[config.mk]
export PLATFORM = sky130hd
export DESIGN_NAME = intWakeCtrl
export DESIGN_NICKNAME = d
export VERILOG_FILES = /design/src/rtl/iwcPkg.sv /design/src/rtl/iwcDatapath.sv /design/src/rtl/iwcControl.sv /design/src/rtl/intWakeCtrl.sv
export SDC_FILE = /design/constraint.sdc
export NUM_CORES = 1
export LEC_CHECK = 0
export ABC_AREA = 1
export BUFFER_PORTS_ARGS = -buffer_cell sky130_fd_sc_hd__buf_4
export CORE_UTILIZATION = 40
export CTS_CLUSTER_SIZE = 40
export DETAILED_ROUTE_END_ITERATION = 7
export PLACE_DENSITY = 0.63
export SYNTH_ARGS = -nofsm -noshare
export SYNTH_HDL_FRONTEND = slang
export SYNTH_SLANG_ARGS = --single-unit
[constraint.sdc]
create_clock -name clk -period 1.2 [get_ports clk]
set_input_delay 0.06 -clock clk [delete_from_list [all_inputs] [get_ports clk]]
set_output_delay 0.06 -clock clk [all_outputs]
set_load 0.01 [all_outputs]
[src/rtl/iwcPkg.sv]
package iwcPkg;
  localparam int FLAG_W  = 3;
  localparam int TMR_BIT = 0;
  localparam int CHG_BIT = 1;
  localparam int EXT_BIT = 2;

  // strobes from control to datapath
  typedef struct packed {
    logic flagWr;
    logic maskWr;
    logic refLoad;
  } dpCtrl_t;

  // summary from datapath to control
  typedef struct packed {
    logic pending;
    logic chgWake;
  } dpStat_t;
endpackage

[src/rtl/iwcDatapath.sv]
module iwcDatapath
  import iwcPkg::*;
#(
  parameter int PORT_W      = 8,
  parameter int SYNC_STAGES = 2
) (
  input  logic              clk,
  input  logic              rstN,
  input  dpCtrl_t           ctrl,
  input  logic              timerOvf,
  input  logic [PORT_W-1:0] portPins,
  input  logic [PORT_W-1:0] portIsOutput,
  input  logic              extIntMode,
  input  logic [FLAG_W-1:0] regWrData,
  output logic [FLAG_W-1:0] statusRd,
  output dpStat_t           stat
);
  localparam int LAST = SYNC_STAGES - 1;

  logic [PORT_W-1:0] syncQ [SYNC_STAGES];
  logic [PORT_W-1:0] pinNow, refQ, watchMask;
  logic              pinPrev0;
  logic              chgEvt, extEvt;
  logic [FLAG_W-1:0] flagsQ, maskQ, setVec;

  always_ff @(posedge clk) begin
    if (!rstN) begin
      for (int i = 0; i < SYNC_STAGES; i++) syncQ[i] <= '0;
    end else begin
      syncQ[0] <= portPins;
      for (int i = 1; i < SYNC_STAGES; i++) syncQ[i] <= syncQ[i-1];
    end
  end

  assign pinNow    = syncQ[LAST];
  assign watchMask = ~portIsOutput & ~{{(PORT_W-1){1'b0}}, extIntMode};
  assign chgEvt    = |((pinNow ^ refQ) & watchMask);
  assign extEvt    = extIntMode & pinPrev0 & ~pinNow[0];

  always_ff @(posedge clk) begin
    if (!rstN) begin
      refQ     <= '0;
      pinPrev0 <= 1'b0;
    end else begin
      if (ctrl.refLoad || chgEvt) refQ <= pinNow;
      pinPrev0 <= pinNow[0];
    end
  end

  always_comb begin
    setVec          = '0;
    setVec[TMR_BIT] = timerOvf;
    setVec[CHG_BIT] = chgEvt & maskQ[CHG_BIT];
    setVec[EXT_BIT] = extEvt;
  end

  always_ff @(posedge clk) begin
    if (!rstN) begin
      flagsQ <= '0;
      maskQ  <= '0;
    end else begin
      flagsQ <= (ctrl.flagWr ? regWrData : flagsQ) | setVec;
      if (ctrl.maskWr) maskQ <= regWrData;
    end
  end

  assign statusRd     = flagsQ & maskQ;
  assign stat.pending = |statusRd;
  assign stat.chgWake = setVec[CHG_BIT];

  a_r1_timer_sets_flag: assert property (@(posedge clk) disable iff (!rstN)
    timerOvf |=> flagsQ[TMR_BIT]);

  a_r2_chg_needs_mask: assert property (@(posedge clk) disable iff (!rstN)
    (!maskQ[CHG_BIT] && !ctrl.flagWr) |=> !$rose(flagsQ[CHG_BIT]));

  a_r3_flags_hold: assert property (@(posedge clk) disable iff (!rstN)
    (!ctrl.flagWr && !timerOvf && !chgEvt && !extEvt) |=> $stable(flagsQ));

  a_r10_ext_single_clock: assert property (@(posedge clk) disable iff (!rstN)
    extEvt |=> !extEvt);
endmodule

[src/rtl/iwcControl.sv]
module iwcControl
  import iwcPkg::*;
#(
  parameter int ADDR_W = 10,
  parameter int HW_VEC = 8,
  parameter int SW_VEC = 1
) (
  input  logic              clk,
  input  logic              rstN,
  input  logic              enStrobe,
  input  logic              disStrobe,
  input  logic              retiStrobe,
  input  logic              swIntStrobe,
  input  logic              sleepStrobe,
  input  logic              portRead,
  input  logic              flagWrStrobe,
  input  logic              maskWrStrobe,
  input  dpStat_t           stat,
  output dpCtrl_t           ctrl,
  output logic              vecReq,
  output logic [ADDR_W-1:0] vecAddr,
  output logic              wakeUp,
  output logic              globalEn,
  output logic              asleep
);
  localparam logic [ADDR_W-1:0] HW_ADDR = ADDR_W'(HW_VEC);
  localparam logic [ADDR_W-1:0] SW_ADDR = ADDR_W'(SW_VEC);

  logic takeHw;

  assign ctrl.flagWr  = flagWrStrobe;
  assign ctrl.maskWr  = maskWrStrobe;
  assign ctrl.refLoad = portRead;

  assign takeHw = globalEn & ~asleep & stat.pending & ~swIntStrobe;

  always_ff @(posedge clk) begin
    if (!rstN) begin
      vecReq   <= 1'b0;
      vecAddr  <= '0;
      globalEn <= 1'b0;
      asleep   <= 1'b0;
      wakeUp   <= 1'b0;
    end else begin
      vecReq <= swIntStrobe | takeHw;
      if (swIntStrobe)  vecAddr <= SW_ADDR;
      else if (takeHw)  vecAddr <= HW_ADDR;

      if (swIntStrobe || takeHw || disStrobe) globalEn <= 1'b0;
      else if (enStrobe || retiStrobe)        globalEn <= 1'b1;

      wakeUp <= asleep & stat.chgWake;
      if (asleep && stat.chgWake) asleep <= 1'b0;
      else if (sleepStrobe)       asleep <= 1'b1;
    end
  end

  a_r5_vec_clears_enable: assert property (@(posedge clk) disable iff (!rstN)
    vecReq |-> !globalEn);

  a_r4_disable_clears: assert property (@(posedge clk) disable iff (!rstN)
    disStrobe |=> !globalEn);

  a_r11_wake_ends_sleep: assert property (@(posedge clk) disable iff (!rstN)
    wakeUp |-> (!asleep && $past(asleep)));
endmodule

[src/rtl/intWakeCtrl.sv]
module intWakeCtrl
  import iwcPkg::*;
#(
  parameter int PORT_W = 8,
  parameter int ADDR_W = 10
) (
  input  logic              clk,
  input  logic              rstN,
  input  logic              timerOvf,
  input  logic [PORT_W-1:0] portPins,
  input  logic [PORT_W-1:0] portIsOutput,
  input  logic              extIntMode,
  input  logic              enStrobe,
  input  logic              disStrobe,
  input  logic              retiStrobe,
  input  logic              swIntStrobe,
  input  logic              sleepStrobe,
  input  logic              portRead,
  input  logic              flagWrStrobe,
  input  logic              maskWrStrobe,
  input  logic [FLAG_W-1:0] regWrData,
  output logic [FLAG_W-1:0] statusRd,
  output logic              vecReq,
  output logic [ADDR_W-1:0] vecAddr,
  output logic              wakeUp,
  output logic              globalEn,
  output logic              asleep
);
  dpCtrl_t ctrl;
  dpStat_t stat;

  iwcDatapath #(.PORT_W(PORT_W), .SYNC_STAGES(2)) u_dp (
    .clk(clk), .rstN(rstN), .ctrl(ctrl), .timerOvf(timerOvf),
    .portPins(portPins), .portIsOutput(portIsOutput), .extIntMode(extIntMode),
    .regWrData(regWrData), .statusRd(statusRd), .stat(stat)
  );

  iwcControl #(.ADDR_W(ADDR_W), .HW_VEC(8), .SW_VEC(1)) u_ctl (
    .clk(clk), .rstN(rstN), .enStrobe(enStrobe), .disStrobe(disStrobe),
    .retiStrobe(retiStrobe), .swIntStrobe(swIntStrobe), .sleepStrobe(sleepStrobe),
    .portRead(portRead), .flagWrStrobe(flagWrStrobe), .maskWrStrobe(maskWrStrobe),
    .stat(stat), .ctrl(ctrl), .vecReq(vecReq), .vecAddr(vecAddr),
    .wakeUp(wakeUp), .globalEn(globalEn), .asleep(asleep)
  );
endmodule

==> impl_metrics.py <==
metrics = {
    "placement": {
        "place_congestion": 0.793,
        "pre_cts_ws_ps": -20.5,
        "dp_hpwl_um": 2040,
        "place_area_um2": 1920,
        "io_buffers": 39,
    },
    "clock_tree": {
        "cts_buffers": 5,
        "cts_tree": "done",
        "insertion_delay_ps": 290,
        "cts-htree-levels": 2,
        "clockBufferDepth": 2,
        "path_clk_slew_ps": 80,
        "root_buffer": "clkbuf_8",
        "cts.sinks": 37,
    },
    "timing": {
        "finalCritPeriodShare": 0.991,
        "drv_slew": 0,
        "fmax_ghz": 0.841,
        "hold_viol": 0,
        "post-route-min-period_ps": 1190,
        "finalSetupViolations": 0,
        "skew_ps": 5.64,
        "rsz0062_at_grt": "yes",
        "fin_ws_ps": 10.7,
    },
    "synth": {
        "yosysUniqueCellTypes": 25,
        "syn_area_per_cell_um2": 7.25,
        "ys_seq_area_frac": 0.462,
        "syn_area_um2": 1600,
        "ys_ff_latch": 37,
        "synth_cells": 221,
        "ys_warn_count": 0,
    },
    "routing": {
        "drtIter0Drc": 47,
        "routed_wl_um": 2950,
        "ant_nets": 0,
        "drc": 0,
        "viasPerCell": 4.13,
        "first_pass_iters": 4,
        "num_vias": 1381,
        "wl_per_cell_um": 8.84,
    },
    "worst_setup_path": {
        "cp.required_ps": 1390,
        "worstPathArrival_ps": 1370,
        "cp_max_fo": 5,
        "critPathCaptureType": "flop",
        "cp-start-kind": "flop",
        "critPathKind": "reg -> reg",
    },
    "power_and_ir_drop": {
        "peakVddDrop_v": 0.000796,
        "p_leak_uw": 0.00124,
        "power_density_nw_per_um2": 1260,
    },
    "floorplan": {
        "io_pins": 48,
        "dieHeight_um": 65.3,
        "rows": 22,
        "die_area_um2": 4260,
        "start_util": 0.428,
        "die_w_um": 65.3,
        "core_um2": 3740,
    },
    "flow_run": {
        "cap_violations": 0,
    },
    "grt": {
        "grt_pass1_wl_um": 4890,
        "grt_pass1_vias": 1251,
        "grt_antenna_before_repair": 0,
        "grt_max_degree": 17,
        "grt_usage": 0.150,
        "grt_remaining_overflow": 0,
    },
    "cells_and_area": {
        "drive_above_1_share": 0.332,
        "finalNetCount": 316,
        "stdcell_area_um2": 2230,
        "diodes": 0,
        "syn2layout_area_growth_pct": 39.0,
    },
    "hold_path": {
        "min_path_type": "in -> reg",
    },
    "outcome": {
        "status": "completed",
    },
}
## power breakdown
part	internal [uW]	switching [uW]	total, uW
sequential	1310	41.5	1350
clock	411	451	862
combinational	292	293	585
## layout by cell type, fill, tap and decap left out, types with 2 or more instances in the layout
master         synthesis  routed
a21oi_1                8       8
buf_4                  8      47
buf_6                  0       2
clkbuf_8               0       5
clkinv_1               3       3
conb_1                 1       8
dfxtp_1               37      28
dfxtp_2                0       9
dlygate4sd3_1          0      12
inv_1                 46      38
inv_2                  7      15
nand2_1               59      56
nand2_2                3       6
nand3_1                7       6
nand3_2                1       2
nand3b_1               3       3
nand4_1                8       8
nor2_1                12      11
nor2_8                 2       2
nor3_1                 2       2
o21ai_0                6       6
## metrics by stage
step | TNS (ps) | util | power [uW] | instances | hold slack [ps]
6_report | 0 | 0.595 | 2800 | 334 | 17.9
5_1_grt | -740 | 0.595 | 2980 | 334 | 17.1
4_1_cts | 0 | 0.580 | 2800 | 331 | 9.24
3_5_place_dp | -57.1 | 0.514 | 1850 | 306 | 229
3_3_place_gp | 0 | 0.514 | 1840 | 306 | 225
2_1_floorplan | 0 | - | 1700 | 228 | 136
## routing by layer
| layer | GRT usage | vias to the layer above | share of wire | routed length, um |
|---|---|---|---|---|
| li1 | - | 770 | - | - |
| met1 | 0.185 | 585 | 0.48 | 1410 |
| met2 | 0.244 | 24 | 0.49 | 1450 |
| met3 | 0.0365 | 2 | 0.025 | 73 |
| met4 | 0.0734 | 0 | 0.0058 | 17 |
| met5 | 0 | - | 0 | 0 |
## critical path: stages (launching register included)
cell     delay [ps]
dfxtp_2         330
inv_2            50
nand2_1          50
nand3_1          70
nand2_2         100
nor2_8          160
buf_4           140
nand4_1          80
nand2_1          80
nor2_1           40
## worst paths after layout
path | slack, ps | to | cells after the start | start
setup reg to reg | 10 | u_dp.refQ[5] | 9 | u_dp.refQ[2]
hold reg to reg | 410 | u_dp.syncQ[0][8] | 2 | u_dp.syncQ[0][0]
hold / removal | 20 | u_dp.maskQ[0] | 3 | regWrData[0]
setup / recovery | 10 | u_dp.refQ[5] | 9 | u_dp.refQ[2]
## cells in the mapped netlist, drive strengths merged
cell / n / share of area
mux2: 1 / 0.0070
clkbuf: 1 / 0.0023
o21ai: 6 / 0.019
nor4: 1 / 0.0039
conb: 1 / 0.0023
clkinv: 3 / 0.0070
nand3: 9 / 0.039
nor2: 14 / 0.053
inv: 53 / 0.12
nand2: 63 / 0.16
a21oi: 8 / 0.025
buf: 10 / 0.043
dfxtp: 37 / 0.46
nand3b: 3 / 0.014
nor3: 2 / 0.0062
a31oi: 1 / 0.0039
nand4: 8 / 0.031
## area by class of cell
| type | count | area [um2] |
|---|---|---|
| multi-input combinational | 124 | 621 |
| inverter | 56 | 210 |
| timing repair buffer | 61 | 495 |
| clock buffer | 5 | 68.8 |
| fill | 366 | 1520 |
| clock inverter | 3 | 21.3 |
| tap | 48 | 60.1 |
| sequential | 37 | 752 |
## state kept, by name, summed over array words and instances, names as in the netlist
name / count
u_dp.pinPrev0: 1
u_dp.syncQ: 16
u_ctl.wakeUp: 1
u_ctl.vecAddr: 2
u_dp.maskQ: 3
u_ctl.vecReq: 1
u_ctl.globalEn: 1
u_dp.refQ: 8
u_dp.flagsQ: 3
u_ctl.asleep: 1
## cells by family after synthesis
group	after synthesis	synth area share
other cells	1	0.00234
buf+inv	67	0.176
compound gates	15	0.0476
mux	1	0.00703
simple gates	100	0.304
flops	37	0.462
## what timing repair did
item,in CTS,in global routing
pin swaps,2,13
setup buffers,5,3
resized for setup,0,24
endpoints found under the setup margin,9,10
hold buffers,12,0
endpoints found under the hold margin,14,0
Power figures use the tool's default switching activity.
